--- src/rtl/iqs_pkg.sv ---
package iqs_pkg;
    typedef enum logic {
        RATE_4X = 1'b0,
        RATE_2X = 1'b1
    } rate_e;

    localparam logic FLAG_I = 1'b0;
    localparam logic FLAG_Q = 1'b1;
endpackage

--- src/rtl/iqs_bit_timer.sv ---
module iqs_bit_timer #(
    parameter int FAST_DIV = 4
) (
    input  logic clk,
    input  logic rst_n,
    input  logic pd,
    input  logic start,
    input  logic rate_sel,
    input  logic run,
    output logic bit_end,
    output logic clk_hi
);
    import iqs_pkg::*;

    localparam int SLOW_DIV = 2 * FAST_DIV;
    localparam int PW = $clog2(SLOW_DIV);
    localparam logic [PW-1:0] LAST_F = PW'(FAST_DIV - 1);
    localparam logic [PW-1:0] LAST_S = PW'(SLOW_DIV - 1);
    localparam logic [PW-1:0] HALF_F = PW'(FAST_DIV / 2);
    localparam logic [PW-1:0] HALF_S = PW'(SLOW_DIV / 2);

    typedef struct packed {
        logic [PW-1:0] phase;
        logic          slow;
    } tmr_t;

    tmr_t s_d, s_q;
    logic [PW-1:0] last_w;
    logic [PW-1:0] half_w;

    always_comb begin
        last_w  = s_q.slow ? LAST_S : LAST_F;
        half_w  = s_q.slow ? HALF_S : HALF_F;
        bit_end = run && (s_q.phase == last_w);
        clk_hi  = run && (s_q.phase < half_w);
        s_d = s_q;
        if (pd) begin
            s_d = '0;
        end else if (start) begin
            s_d.phase = '0;
            s_d.slow  = (rate_e'(rate_sel) == RATE_2X);
        end else if (run) begin
            s_d.phase = bit_end ? '0 : s_q.phase + 1'b1;
        end
    end

    always_ff @(posedge clk or negedge rst_n) begin
        if (!rst_n) s_q <= '0;
        else        s_q <= s_d;
    end


    phase_bound_chk: assert property (@(posedge clk) disable iff (!rst_n)
        !s_q.slow |-> (s_q.phase <= LAST_F));
endmodule

--- src/rtl/iqs_pair_buffer.sv ---
module iqs_pair_buffer #(
    parameter int SW = 15
) (
    input  logic          clk,
    input  logic          rst_n,
    input  logic          pd,
    input  logic          in_valid,
    input  logic [SW-1:0] in_i,
    input  logic [SW-1:0] in_q,
    input  logic          take,
    output logic          valid,
    output logic [SW-1:0] out_i,
    output logic [SW-1:0] out_q,
    output logic          ovr
);
    typedef struct packed {
        logic          valid;
        logic [SW-1:0] i;
        logic [SW-1:0] q;
        logic          ovr;
    } hold_t;

    hold_t s_d, s_q;

    always_comb begin
        s_d = s_q;
        if (pd) begin
            s_d.valid = 1'b0;
            s_d.ovr   = 1'b0;
        end else begin
            if (take) s_d.valid = 1'b0;
            if (in_valid) begin
                if (!s_q.valid || take) begin
                    s_d.valid = 1'b1;
                    s_d.i     = in_i;
                    s_d.q     = in_q;
                end else begin
                    s_d.ovr = 1'b1;
                end
            end
        end
    end

    always_ff @(posedge clk or negedge rst_n) begin
        if (!rst_n) s_q <= '0;
        else        s_q <= s_d;
    end

    assign valid = s_q.valid;
    assign out_i = s_q.i;
    assign out_q = s_q.q;
    assign ovr   = s_q.ovr;


    take_needs_entry_chk: assert property (@(posedge clk) disable iff (!rst_n)
        take |-> s_q.valid);


    overrun_sticky_chk: assert property (@(posedge clk) disable iff (!rst_n)
        $fell(s_q.ovr) |-> $past(pd));
endmodule

--- src/rtl/iqs_shift_core.sv ---
module iqs_shift_core #(
    parameter int SW = 15
) (
    input  logic          clk,
    input  logic          rst_n,
    input  logic          pd,
    input  logic          start,
    input  logic [SW-1:0] pair_i,
    input  logic [SW-1:0] pair_q,
    input  logic          bit_end,
    output logic          active,
    output logic          done,
    output logic          ser_bit,
    output logic          first_bit
);
    import iqs_pkg::*;

    localparam int WW = SW + 1;
    localparam int FW = 2 * WW;
    localparam int IW = $clog2(FW);
    localparam logic [IW-1:0] LAST_IDX = IW'(FW - 1);

    typedef struct packed {
        logic          active;
        logic [IW-1:0] idx;
        logic [FW-1:0] sh;
    } shf_t;

    shf_t s_d, s_q;

    always_comb begin
        done = s_q.active && bit_end && (s_q.idx == LAST_IDX);
        s_d  = s_q;
        if (pd) begin
            s_d = '0;
        end else if (start) begin
            s_d.active = 1'b1;
            s_d.idx    = '0;
            s_d.sh     = {pair_i, FLAG_I, pair_q, FLAG_Q};
        end else if (done) begin
            s_d.active = 1'b0;
        end else if (s_q.active && bit_end) begin
            s_d.idx = s_q.idx + 1'b1;
            s_d.sh  = {s_q.sh[FW-2:0], 1'b0};
        end
    end

    always_ff @(posedge clk or negedge rst_n) begin
        if (!rst_n) s_q <= '0;
        else        s_q <= s_d;
    end

    assign active    = s_q.active;
    assign ser_bit   = s_q.sh[FW-1];
    assign first_bit = s_q.active && (s_q.idx == '0);


    idx_hold_chk: assert property (@(posedge clk) disable iff (!rst_n)
        (!pd && s_q.active && !bit_end && !start) |=> $stable(s_q.idx));
endmodule

--- src/rtl/iq_rx_serializer.sv ---
module iq_rx_serializer #(
    parameter int SAMPLE_W = 15,
    parameter int FAST_DIV = 4
) (
    input  logic                clk,
    input  logic                rst_n,
    input  logic                pwr_dn,
    input  logic                rate_2x,
    input  logic                pair_valid,
    input  logic [SAMPLE_W-1:0] pair_i,
    input  logic [SAMPLE_W-1:0] pair_q,
    output logic                rx_clk,
    output logic                rx_data,
    output logic                rx_sync,
    output logic                overrun
);
    logic                buf_valid;
    logic [SAMPLE_W-1:0] buf_i;
    logic [SAMPLE_W-1:0] buf_q;
    logic                buf_ovr;
    logic                take;
    logic                tx_active;
    logic                tx_done;
    logic                ser_bit;
    logic                first_bit;
    logic                bit_end;
    logic                clk_hi;

    assign take = buf_valid && (!tx_active || tx_done);

    iqs_pair_buffer #(.SW(SAMPLE_W)) u_hold (
        .clk(clk), .rst_n(rst_n), .pd(pwr_dn),
        .in_valid(pair_valid), .in_i(pair_i), .in_q(pair_q),
        .take(take), .valid(buf_valid), .out_i(buf_i), .out_q(buf_q),
        .ovr(buf_ovr)
    );

    iqs_bit_timer #(.FAST_DIV(FAST_DIV)) u_timer (
        .clk(clk), .rst_n(rst_n), .pd(pwr_dn), .start(take),
        .rate_sel(rate_2x), .run(tx_active),
        .bit_end(bit_end), .clk_hi(clk_hi)
    );

    iqs_shift_core #(.SW(SAMPLE_W)) u_shift (
        .clk(clk), .rst_n(rst_n), .pd(pwr_dn), .start(take),
        .pair_i(buf_i), .pair_q(buf_q), .bit_end(bit_end),
        .active(tx_active), .done(tx_done), .ser_bit(ser_bit),
        .first_bit(first_bit)
    );

    assign rx_clk  = !pwr_dn && clk_hi;
    assign rx_data = !pwr_dn && tx_active && ser_bit;
    assign rx_sync = !pwr_dn && first_bit;
    assign overrun = buf_ovr;


    no_gap_chk: assert property (@(posedge clk) disable iff (!rst_n)
        (tx_done && buf_valid && !pwr_dn) |=> tx_active);
endmodule

--- config.mk ---
export PLATFORM = sky130hd
export DESIGN_NAME = iq_rx_serializer
export DESIGN_NICKNAME = d
export VERILOG_FILES = /design/src/rtl/iqs_pkg.sv /design/src/rtl/iqs_bit_timer.sv /design/src/rtl/iqs_pair_buffer.sv /design/src/rtl/iqs_shift_core.sv /design/src/rtl/iq_rx_serializer.sv
export SDC_FILE = /design/constraint.sdc
export NUM_CORES = 1
export LEC_CHECK = 0
export ABC_AREA = 0
export BUFFER_PORTS_ARGS = -buffer_cell sky130_fd_sc_hd__buf_2
export CAP_MARGIN = 25
export CORE_MARGIN = 5
export CORE_UTILIZATION = 35
export DETAILED_ROUTE_END_ITERATION = 8
export GPL_ROUTABILITY_DRIVEN = 1
export GPL_TIMING_DRIVEN = 0
export PLACE_DENSITY_LB_ADDON = 0.12
export SLEW_MARGIN = 20
export SYNTH_ARGS = -nofsm -noshare
export SYNTH_HDL_FRONTEND = slang
export SYNTH_HIERARCHICAL = 1
export SYNTH_SLANG_ARGS = --single-unit
--- constraint.sdc ---
create_clock -name clk -period 4.92 [get_ports clk]
set_input_delay 0 -clock clk [delete_from_list [all_inputs] [get_ports clk]]
set_output_delay 0 -clock clk [all_outputs]
set_load 0.05 [all_outputs]
==> impl_metrics.py, run 1 <==
metrics = {
    "pwr": {
        "ir_worst_vdd_mv": 0.129,
        "power_density_nw_per_um2": 305,
        "total_leakage_power_nw": 2.05,
    },
    "critical_path": {
        "path_cells": "ha_1, and3_2, nand3_1, inv_1, inv_1, a21boi_1, buf_2, clkbuf_1, a221oi_1",
        "cp-start-kind": "flop",
        "critPathTopFamily": "buffers and inverters",
        "cp.buffers_inverters": 4,
        "r2r_cells": 9,
        "r2r-start": "u_timer/s_q[3]",
        "slowest_stage": "clkbuf_1",
        "crit_start": "u_timer/s_q[3]",
        "critPathRequiredTime_ns": 5.10,
        "cpPeakStageDelay_ns": 0.55,
        "path_max_fanout": 10,
        "crit_top_cell": "inv_1",
        "cp.arrival_ns": 3.10,
        "reg2reg_to": "u_shift/s_q[15]",
        "ff2ff_setup_slack_ns": 2.01,
        "crit_type": "reg -> reg",
        "worstSetupEndpointType": "flop",
    },
    "floorplanning": {
        "core_area_um2": 10300,
        "io_pins": 39,
        "die-area_um2": 12600,
        "die_width_um": 112,
        "chipHeight_um": 112,
        "initial_core_util_pct": 35.7,
        "std_cell_rows": 37,
    },
    "yosys": {
        "synth-xor-area-share_pct": 0,
        "ys_seq_area_share_pct": 50.4,
        "synth.distinct_cells": 34,
        "postSynthAreaPerCell_um2": 11.8,
        "synthSimpleGateAreaFrac_pct": 8.83,
        "synth_fa_ha_area_share_pct": 1.70,
        "synth_top_family_by_area": "compound AO/OA/AOI/OAI gates",
        "synth_compound_area_share_pct": 20.3,
        "netlist_instances": 312,
        "synthMuxAreaShare_pct": 10.3,
        "ys_ff_latch": 74,
        "syn-num-nets": 352,
        "netlist_area_um2": 3670,
        "synth_warnings": 6,
    },
    "clock_network": {
        "clock_latency_ns": 0.34,
        "cts.path.max_buffers": 2,
        "cts.sinks": 74,
        "post_cts.repair.setup_buffers": 0,
        "clk_pin_slew_ns": 0.08,
        "cts_resized": 0,
        "root_buffer": "clkbuf_8",
        "hold_buffers": 36,
        "numCtsBuffers": 9,
        "cts_htree_levels": 3,
        "tritoncts": "yes",
    },
    "timing": {
        "period_share_pct": 59.2,
        "worst_pin_slew_ns": 0.712,
        "fin_ws_ns": 2.01,
        "rsz0062_at_grt": "false",
        "setup_viol": 0,
        "maxSlewHeadroom_pct": 52.6,
        "hold_viol": 0,
        "max_clock_freq_mhz": 343,
        "fin_crit_ns": 2.91,
        "fin_skew_ns": 0.00418,
        "setup-tns-final_ns": 0,
        "slew_viol_final": 0,
    },
    "placed_design": {
        "dpl.hpwl_mm": 5.04,
        "portBuffers": 38,
        "placed_cells": 487,
        "place_ws_ns": 2.02,
        "gp_congestion": 0.698,
    },
    "routing": {
        "drtIter0Drc": 110,
        "wirelength_mm": 7.77,
        "wl_met1_mm": 3.86,
        "vias": 2550,
        "wl_met2_mm": 3.52,
        "drc": 0,
        "vias_per_cell": 4.74,
        "wl_per_cell_um": 14.4,
        "wl_met3_um": 243,
        "highest_layer": "met4",
        "dr.pass1.iters": 4,
        "ant_nets": 0,
    },
    "cells_and_area": {
        "seqCellArea_um2": 1850,
        "final_cells": 538,
        "area_growth_pct": 25.1,
        "fin_nets": 438,
        "multi_input_area_um2": 1510,
        "diodes": 0,
        "num-fill-cells": 1013,
        "finish.utilization_pct": 44.7,
        "drive_above_1_share_pct": 38.3,
    },
    "grt": {
        "grt_first_pass_wirelength_mm": 13.5,
        "grt_start_max_net_pins": 42,
        "grt_use_total_pct": 13.3,
        "antenna_found_initial": 0,
        "grt_overflow": 0,
        "grt_pass1_vias": 2748,
    },
    "hold_path": {
        "hold_path.class": "in -> async",
    },
    "job": {
        "maxCapViolCount": 0,
    },
    "run_status": {
        "status": "finished clean",
    },
}
-- cells in the mapped netlist --
master | count | area, um2
a21boi_1 | 1 | 7.51
a21oi_1 | 14 | 70.1
a21oi_2 | 26 | 228
a221oi_1 | 4 | 35.0
a221oi_2 | 26 | 390
and3_1 | 1 | 6.26
and3_2 | 1 | 7.51
and3b_1 | 2 | 17.5
and3b_2 | 1 | 10.0
and4b_1 | 1 | 10.0
buf_1 | 2 | 7.51
buf_12 | 2 | 40.0
buf_2 | 8 | 40.0
buf_4 | 1 | 7.51
buf_6 | 4 | 45.0
buf_8 | 1 | 15.0
clkbuf_1 | 5 | 18.8
dfrtp_1 | 74 | 1850
ha_1 | 5 | 62.6
inv_1 | 36 | 135
mux2_1 | 2 | 22.5
mux2_2 | 28 | 315
mux2i_1 | 4 | 40.0
nand2_1 | 39 | 146
nand3_1 | 2 | 10.0
nand3b_1 | 1 | 7.51
nor2_1 | 8 | 30.0
nor2b_1 | 2 | 12.5
nor2b_4 | 1 | 13.8
nor3_1 | 3 | 15.0
nor3b_4 | 1 | 18.8
o21ai_0 | 3 | 15.0
or2_2 | 1 | 6.26
or3_1 | 2 | 12.5
-- state kept, by name, summed over array words and instances (netlist names) --
name	count
u_shift/active	1
u_hold/out_i	15
u_shift/s_q	36
u_hold/ovr	1
u_hold/out_q	15
u_timer/s_q	4
u_hold/valid	1
u_shift/ser_bit	1
-- metal layers --
layer  global-route usage, %  vias up
li1                        -     1251
met1                    17.8     1250
met2                    20.9       39
met3                    2.21       10
met4                    6.49        0
met5                       0        -
-- where the power goes --
group | leakage [nW] | total [mW] | switching (mW) | internal, mW
clock network | 0.0920 | 0.428 | 0.222 | 0.206
logic | 1.01 | 0.248 | 0.125 | 0.123
registers | 0.943 | 0.723 | 0.0422 | 0.681
total | 2.05 | 1.40 | 0.389 | 1.01
-- cell usage in the layout, fill, tap and decap left out, types with 6 or more instances in the layout --
cell	n
inv_1	36
buf_2	45
a21oi_1	14
clkbuf_8	11
dfrtp_1	74
dlygate4sd3_1	36
a221oi_2	26
nand2_1	39
mux2_2	28
clkbuf_1	6
nor2_1	8
a21oi_2	26
-- through the flow --
stage	cell area, um2	hold WS [ns]	power, mW
floorplan	3670	-0.296	0.893
global placement	4030	0.218	0.957
detailed placement	4060	-0.00114	0.967
CTS	4590	0.158	1.43
global route	4590	0.219	1.48
finish	4590	0.158	1.40
-- worst max-delay path by stage --
| stage | slack, ns | depth (start not counted) | end |
|---|---|---|---|
| 2_1_floorplan | 2.51 | 10 | u_hold/out_i[0] |
| 3_3_place_gp | 2.00 | 9 | u_shift/s_q[15] |
| 3_5_place_dp | 2.02 | 9 | u_shift/s_q[15] |
| 4_1_cts | 1.99 | 10 | u_shift/s_q[15] |
| 5_1_grt | 1.76 | 10 | u_shift/s_q[15] |
| 6_report | 2.01 | 9 | u_shift/s_q[15] |
-- worst reg2reg max path, stage by stage, from the launching register on --
cell and delay (ns):
dfrtp_1 0.40, ha_1 0.33, and3_2 0.21, nand3_1 0.11
inv_1 0.08, inv_1 0.04, a21boi_1 0.51, buf_2 0.31
clkbuf_1 0.55, a221oi_1 0.21
-- area by class of cell --
cell class	instances	area share, %
Buffer	23	3.79
Tap cell	136	3.71
Inverter	36	2.94
Multi-Input combinational cell	179	32.9
Timing Repair Buffer	75	12.6
Sequential cell	74	40.3
Clock inverter	3	0.327
Clock buffer	12	3.38
-- cells by family (layout without fill, tap and decap cells) --
kind of cell,Yosys count,count (layout)
mux,34,34
buf+inv,59,149
flops,74,74
compound gates,74,74
simple gates,66,66
fa+ha+maj,5,5
Note: power is estimated with default switching activity, not from simulation.
==> inputs of run 2 (changes only) <==
--- a/config.mk
+++ b/config.mk
@@ -5,7 +5,7 @@
 export SDC_FILE = /design/constraint.sdc
 export NUM_CORES = 1
 export LEC_CHECK = 0
-export ABC_AREA = 0
+export ABC_AREA = 1
 export BUFFER_PORTS_ARGS = -buffer_cell sky130_fd_sc_hd__buf_2
 export CAP_MARGIN = 25
 export CORE_MARGIN = 5
==> constraint.sdc (replaced) <==
create_clock -name clk -period 2.8 [get_ports clk]
set_input_delay 0 -clock clk [delete_from_list [all_inputs] [get_ports clk]]
set_output_delay 0 -clock clk [all_outputs]
set_load 0.05 [all_outputs]
==> run 2 against run 1 <==
Largest power group unchanged; synthesized cell count rose by 48%; critical path depth increased by 4; total power increased by 69%; critical path type unchanged.
==> impl_metrics.py, run 2 <==
metrics = {
    "yosys": {
        "yosysMostFrequentCell": "nand2_1",
        "postSynthAreaPerCell_um2": 7.86,
        "synth_edf_count": 0,
        "yosys.area.top_type": "dfrtp_1",
        "synth_top_flop_cell": "dfrtp_1",
        "synth_warnings": 6,
        "async_reset_ff_share_pct": 100,
        "netlist_instances": 462,
        "ys_seq_area_share_pct": 51.0,
        "ys_ff_latch": 74,
        "post-synth-top-area-fraction_pct": 51.0,
        "netlist_top_cells_count": "nand2_1, dfrtp_1, nand3_1, inv_1",
        "syn-num-nets": 502,
        "synth.distinct_cells": 22,
        "netlist_area_um2": 3630,
        "synthTopCellsByArea": "dfrtp_1, nand2_1, nand3_1",
    },
    "routing": {
        "vias_per_cell": 4.49,
        "ant_nets": 0,
        "wl_per_cell_um": 12.6,
        "vias": 3073,
        "drtIter0Drc": 126,
        "wirelength_mm": 8.63,
        "dr.pass1.iters": 4,
        "drc": 0,
    },
    "cells_and_area": {
        "area_growth_pct": 24.2,
        "finish.utilization_pct": 44.1,
        "drive_above_1_share_pct": 16.6,
        "num-fill-cells": 1077,
        "diodes": 0,
        "largest_reg_flops": 36,
        "layout_commonest_cell": "nand2_1",
        "top_register": "u_shift/s_q",
        "final_cell_mix": "nand2_1, dfrtp_1, nand3_1",
        "fin_nets": 585,
    },
    "placed_design": {
        "place_ws_ns": 0.268,
        "dpl.hpwl_mm": 5.83,
        "portBuffers": 38,
        "gp_congestion": 0.744,
    },
    "floorplanning": {
        "die_width_um": 112,
        "die-area_um2": 12500,
        "io_pins": 39,
        "std_cell_rows": 37,
        "core_area_um2": 10200,
        "chipHeight_um": 112,
        "initial_core_util_pct": 35.5,
    },
    "clock_network": {
        "root_buffer": "clkbuf_8",
        "cts_htree_levels": 3,
        "post_cts.repair.setup_buffers": 0,
        "numCtsBuffers": 9,
        "cts_resized": 0,
        "clk_pin_slew_ns": 0.07,
        "clock_latency_ns": 0.34,
        "hold_buffers": 33,
        "cts.sinks": 74,
        "cts.path.max_buffers": 2,
        "tritoncts": "yes",
    },
    "job": {
        "maxCapViolCount": 0,
    },
    "timing": {
        "worst_pin_slew_ns": 0.509,
        "setup-tns-final_ns": 0,
        "period_share_pct": 90.5,
        "rsz0062_at_grt": "false",
        "max_clock_freq_mhz": 394,
        "hold_viol": 0,
        "fin_crit_ns": 2.53,
        "slew_viol_final": 0,
        "maxSlewHeadroom_pct": 66.1,
        "setup_viol": 0,
        "fin_skew_ns": 0.0137,
        "fin_ws_ns": 0.265,
    },
    "pwr": {
        "sw_frac_of_total_pct": 28.9,
        "power_switching_mw": 0.684,
        "combPwrFrac_pct": 17.2,
        "intPower_mw": 1.68,
        "pwr-share-seq_pct": 53.0,
        "pwr-share-clk_pct": 29.7,
        "ir_worst_vdd_mv": 0.241,
        "power_density_nw_per_um2": 525,
        "total_leakage_power_nw": 2.46,
    },
    "critical_path": {
        "slowest_stage": "dfrtp_1",
        "crit_type": "reg -> reg",
        "cp.buffers_inverters": 5,
        "r2r-start": "u_timer/s_q[3]",
        "crit_start": "u_timer/s_q[3]",
        "r2r_cells": 13,
        "path_max_fanout": 10,
        "critPathTopFamily": "buffers and inverters",
        "cp.arrival_ns": 2.80,
        "ff2ff_setup_slack_ns": 0.27,
        "critPathRequiredTime_ns": 3.07,
        "path_cells": "ha_1, nand3_1, inv_1, nand3_1, inv_1, inv_1, a21oi_1, buf_4, buf_2, nand3_1, nand2_1, nand2_1, nand2_1",
        "worstSetupEndpointType": "flop",
        "cp.depth": 13,
        "cp-start-kind": "flop",
        "cpPeakStageDelay_ns": 0.40,
    },
    "run_status": {
        "status": "finished clean",
    },
    "grt": {
        "grt_pass1_vias": 3136,
        "grt_first_pass_wirelength_mm": 15.3,
        "grt_use_total_pct": 14.9,
        "grt_overflow": 0,
        "antenna_found_initial": 0,
        "grt_start_max_net_pins": 48,
    },
    "hold_path": {
        "hold_depth": 2,
        "hold_start": "pwr_dn",
        "hold_path.class": "in -> reg",
    },
}
## run 2: changes by cell type after synthesis, moves of 4 or more
cell,before,now
mux2_2,28,0
a221oi_1,4,0
clkbuf_1,5,0
buf_4,1,11
inv_1,36,22
o21ai_0,3,10
a21oi_2,26,0
nand3_1,2,67
a21oi_1,14,3
buf_6,4,8
a221oi_2,26,0
mux2i_1,4,0
nand2_1,39,228
## run 2: logic make-up after synthesis
group	synth area share, %
flip-flops	51.0
AO/OA/AOI/OAI	2.17
AND/OR/NAND/NOR	36.8
adder cells (fa/ha/maj)	1.72
buffers and inverters	8.24
## run 2: cell type report
cell class	count	area (um2)	share of cell area, %
Sequential cell	74	1850	41.1
Multi-Input combinational cell	338	1480	32.8
Timing Repair Buffer	72	551	12.2
Buffer	25	203	4.50
Tap cell	136	170	3.77
Clock buffer	10	138	3.05
Inverter	25	96.3	2.14
Clock inverter	4	20.0	0.444
## run 2: per-stage QoR
step | power, mW | instances | instance area (um2) | hold WS, ns
6_report | 2.37 | 684 | 4510 | 0.0879
5_1_grt | 2.53 | 684 | 4510 | 0.0941
4_1_cts | 2.41 | 684 | 4510 | 0.0760
3_5_place_dp | 1.66 | 637 | 4020 | -0.0413
3_3_place_gp | 1.65 | 636 | 3990 | 0.233
2_1_floorplan | 1.51 | 462 | 3630 | -0.296
## run 2: worst paths after layout
check	to
worst max-delay path	u_shift/ser_bit
worst min-delay path	u_hold/valid
worst max register to register	u_shift/ser_bit
worst min register to register	u_shift/s_q[14]
max in group asynchronous	u_shift/s_q[15]
min in group asynchronous	u_hold/out_q[7]
## run 2: power groups by stage
stage	registers [mW]	logic, mW	clock network (mW)
floorplan	1.26	0.251	0
global placement	1.28	0.368	0
detailed placement	1.28	0.381	0
CTS	1.26	0.418	0.740
global route	1.27	0.470	0.785
finish	1.26	0.408	0.704
## run 2: metal layers
metal	vias up	track usage (%)	share of wire (%)
li1	1608	-	-
met1	1422	21.2	52
met2	39	23.1	44
met3	4	3.75	3.9
met4	0	2.92	0.49
met5	-	0	0
==> inputs of run 3 (changes only) <==
--- a/config.mk
+++ b/config.mk
@@ -9,7 +9,7 @@
 export BUFFER_PORTS_ARGS = -buffer_cell sky130_fd_sc_hd__buf_2
 export CAP_MARGIN = 25
 export CORE_MARGIN = 5
-export CORE_UTILIZATION = 35
+export CORE_UTILIZATION = 50
 export DETAILED_ROUTE_END_ITERATION = 8
 export GPL_ROUTABILITY_DRIVEN = 1
 export GPL_TIMING_DRIVEN = 0
@@ -17,5 +17,4 @@
 export SLEW_MARGIN = 20
 export SYNTH_ARGS = -nofsm -noshare
 export SYNTH_HDL_FRONTEND = slang
-export SYNTH_HIERARCHICAL = 1
 export SYNTH_SLANG_ARGS = --single-unit
==> constraint.sdc (replaced) <==
create_clock -name clk -period 2.6 [get_ports clk]
set_input_delay 0 -clock clk [delete_from_list [all_inputs] [get_ports clk]]
set_output_delay 0 -clock clk [all_outputs]
set_load 0.05 [all_outputs]
==> run 3 against run 2 <==
Setup slack improved by 0.27 ns; final area increased by 6.9%; count of clock-buffer cells in the layout up 2; largest cell class unchanged.
==> impl_metrics.py, run 3 <==
metrics = {
    "timing": {
        "rsz0062_at_grt": "false",
        "fin_skew_ns": 0.00706,
        "period_share_pct": 79.4,
        "fin_crit_ns": 2.06,
        "worst_pin_slew_ns": 0.539,
        "fin_ws_ns": 0.537,
        "hold_viol": 0,
        "max_clock_freq_mhz": 485,
        "maxSlewHeadroom_pct": 64.1,
        "whs_ns": 0.0594,
        "setup_viol": 0,
        "setup-tns-final_ns": 0,
        "slew_viol_final": 0,
    },
    "pwr": {
        "sw_frac_of_total_pct": 27.2,
        "ir_worst_vdd_mv": 0.321,
        "power_switching_mw": 0.776,
        "power_density_nw_per_um2": 591,
        "total_leakage_power_nw": 2.59,
        "pwr-share-seq_pct": 47.1,
        "pwr-share-clk_pct": 36.8,
        "power.total_mw": 2.85,
        "combPwrFrac_pct": 16.1,
        "intPower_mw": 2.07,
    },
    "cells_and_area": {
        "top_register": "u_shift.s_q",
        "fin_nets": 638,
        "diodes": 0,
        "final_cell_mix": "nand2_1, dfrtp_1, inv_1",
        "largest_reg_flops": 36,
        "layout_commonest_cell": "nand2_1",
        "drive_above_1_share_pct": 13.3,
        "area_growth_pct": 23.5,
        "final_cells": 705,
    },
    "critical_path": {
        "cp.buffers_inverters": 3,
        "path_max_fanout": 10,
        "worstSetupEndpointType": "flop",
        "path_cells": "ha_1, nand2_1, nor2_1, ha_1, inv_2, o21bai_4, nand2_1, clkbuf_1, nand4_1, nand2_1, inv_1",
        "slowest_stage": "dfrtp_1",
        "critPathTopFamily": "buffers and inverters",
        "crit_top_cell": "nand2_1",
        "cp-start-kind": "flop",
        "crit_type": "reg -> reg",
        "critPathRequiredTime_ns": 2.84,
        "cpPeakStageDelay_ns": 0.40,
        "cp.arrival_ns": 2.31,
    },
    "yosys": {
        "synth.distinct_cells": 27,
        "netlist_top_cells_count": "nand2_1, dfrtp_1, inv_1, nand3_1, nand4_1",
        "postSynthAreaPerCell_um2": 7.58,
        "synth_edf_count": 0,
        "ys_ff_latch": 74,
        "yosysMostFrequentCell": "nand2_1",
        "synth_top_flop_cell": "dfrtp_1",
        "syn-num-nets": 555,
        "post-synth-top-area-fraction_pct": 47.5,
        "netlist_area_um2": 3900,
        "netlist_instances": 515,
        "synthTopCellsByArea": "dfrtp_1, nand2_1, nand4_1",
        "async_reset_ff_share_pct": 100,
        "yosys.area.top_type": "dfrtp_1",
        "synth_warnings": 0,
        "ys_seq_area_share_pct": 47.5,
    },
    "floorplanning": {
        "initial_core_util_pct": 51.0,
        "core_area_um2": 7650,
        "die-area_um2": 9670,
        "io_pins": 39,
        "std_cell_rows": 32,
        "die_width_um": 98.3,
        "chipHeight_um": 98.3,
    },
    "clock_network": {
        "cts.path.max_buffers": 2,
        "clock_latency_ns": 0.35,
        "clk_pin_slew_ns": 0.08,
        "cts.sinks": 74,
        "root_buffer": "clkbuf_8",
        "cts_htree_levels": 3,
        "numCtsBuffers": 9,
        "post_cts.repair.setup_buffers": 0,
        "tritoncts": "yes",
    },
    "routing": {
        "dr.pass1.iters": 5,
        "wirelength_mm": 9.82,
        "vias": 3686,
        "drtIter0Drc": 215,
        "wl_per_cell_um": 13.9,
        "ant_nets": 0,
        "vias_per_cell": 5.23,
        "drc": 0,
    },
    "grt": {
        "grt_first_pass_wirelength_mm": 16.8,
        "antenna_found_initial": 0,
        "grt_use_total_pct": 21.3,
        "grt_overflow": 0,
        "grt_start_max_net_pins": 58,
        "grt_pass1_vias": 3540,
    },
    "job": {
        "maxCapViolCount": 0,
    },
    "placed_design": {
        "portBuffers": 38,
        "placed_cells": 656,
        "place_ws_ns": 0.588,
        "gp_congestion": 0.875,
        "dpl.hpwl_mm": 6.59,
    },
    "hold_path": {
        "hold_path.class": "in -> async",
    },
    "run_status": {
        "status": "finished clean",
    },
}
[run 3: cell count changes in the layout (fill, tap and decap cells not counted), moves of 7 or more]
cell,before,now
nand4_1,0,62
buf_4,12,3
nand2_1,228,167
inv_1,22,68
clkbuf_1,0,16
buf_2,43,50
[run 3: stage by stage]
stage	utilization (%)	cell area [um2]
2_1_floorplan	-	3900
3_3_place_gp	55.2	4220
3_5_place_dp	55.6	4250
4_1_cts	63.0	4820
5_1_grt	63.0	4820
6_report	63.0	4820
[run 3: worst reg2reg max path: stages (launching register included)]
cell and delay (ns):
dfrtp_1 0.40, ha_1 0.21, nand2_1 0.07, nor2_1 0.04
ha_1 0.21, inv_2 0.09, o21bai_4 0.11, nand2_1 0.12
clkbuf_1 0.40, nand4_1 0.17, nand2_1 0.11, inv_1 0.04
[run 3: routing by layer]
layer	share of wire [%]	GRT usage (%)	vias up
li1	-	-	1830
met1	46	29.2	1733
met2	47	33.4	100
met3	4.0	4.14	23
met4	2.2	7.98	0
met5	0	0	-
[run 3: kinds of logic (layout without fill, tap and decap cells)]
group                    after synthesis  count (layout)  synth area share (%)
adder cells (fa/ha/maj)                5               5                  1.60
flip-flops                            74              74                  47.5
AO/OA/AOI/OAI                         11              11                  1.86
AND/OR/NAND/NOR                      313             313                  36.9
XOR/XNOR                               2               2                 0.449
buffers and inverters                110             198                  11.8
[run 3: worst paths after layout]
| path | slack [ns] | end | cells after the start | start |
|---|---|---|---|---|
| max in group asynchronous | 1.98 | u_shift.s_q[4] | 3 | rst_n |
| worst min register to register | 0.47 | u_hold.out_i[6] | 2 | u_hold.out_i[6] |
| worst max register to register | 0.54 | u_shift.s_q[23] | 11 | u_shift.s_q[32] |
| min in group clk | 0.11 | u_hold.valid | 5 | pair_valid |
| worst max-delay path | 0.54 | u_shift.s_q[23] | 11 | u_shift.s_q[32] |
| worst min-delay path | 0.06 | u_timer.s_q[0] | 2 | rst_n |
[run 3: area by class of cell]
type / instances / area (um2)
fillers: 707 / 2830
flip-flops and latches: 74 / 1850
multi-input cells: 331 / 1590
repair buffers: 72 / 551
inverters: 71 / 267
plain buffers: 39 / 193
clock buffers: 12 / 165
well taps: 102 / 128
clock inverters: 4 / 72.6
[run 3: timing repair]
action | in CTS | in global routing
endpoints found under the hold margin | 108 | 0
resized for setup | 0 | 0
hold buffers | 33 | 0
[run 3: power by group through the flow]
stage	Sequential [mW]	Combinational, mW	Clock, mW
after global routing	1.35	0.524	1.13
after floorplan	1.34	0.288	0
after global placement	1.36	0.401	0
after detailed placement	1.36	0.416	0
after CTS	1.34	0.457	1.07
final	1.34	0.457	1.05
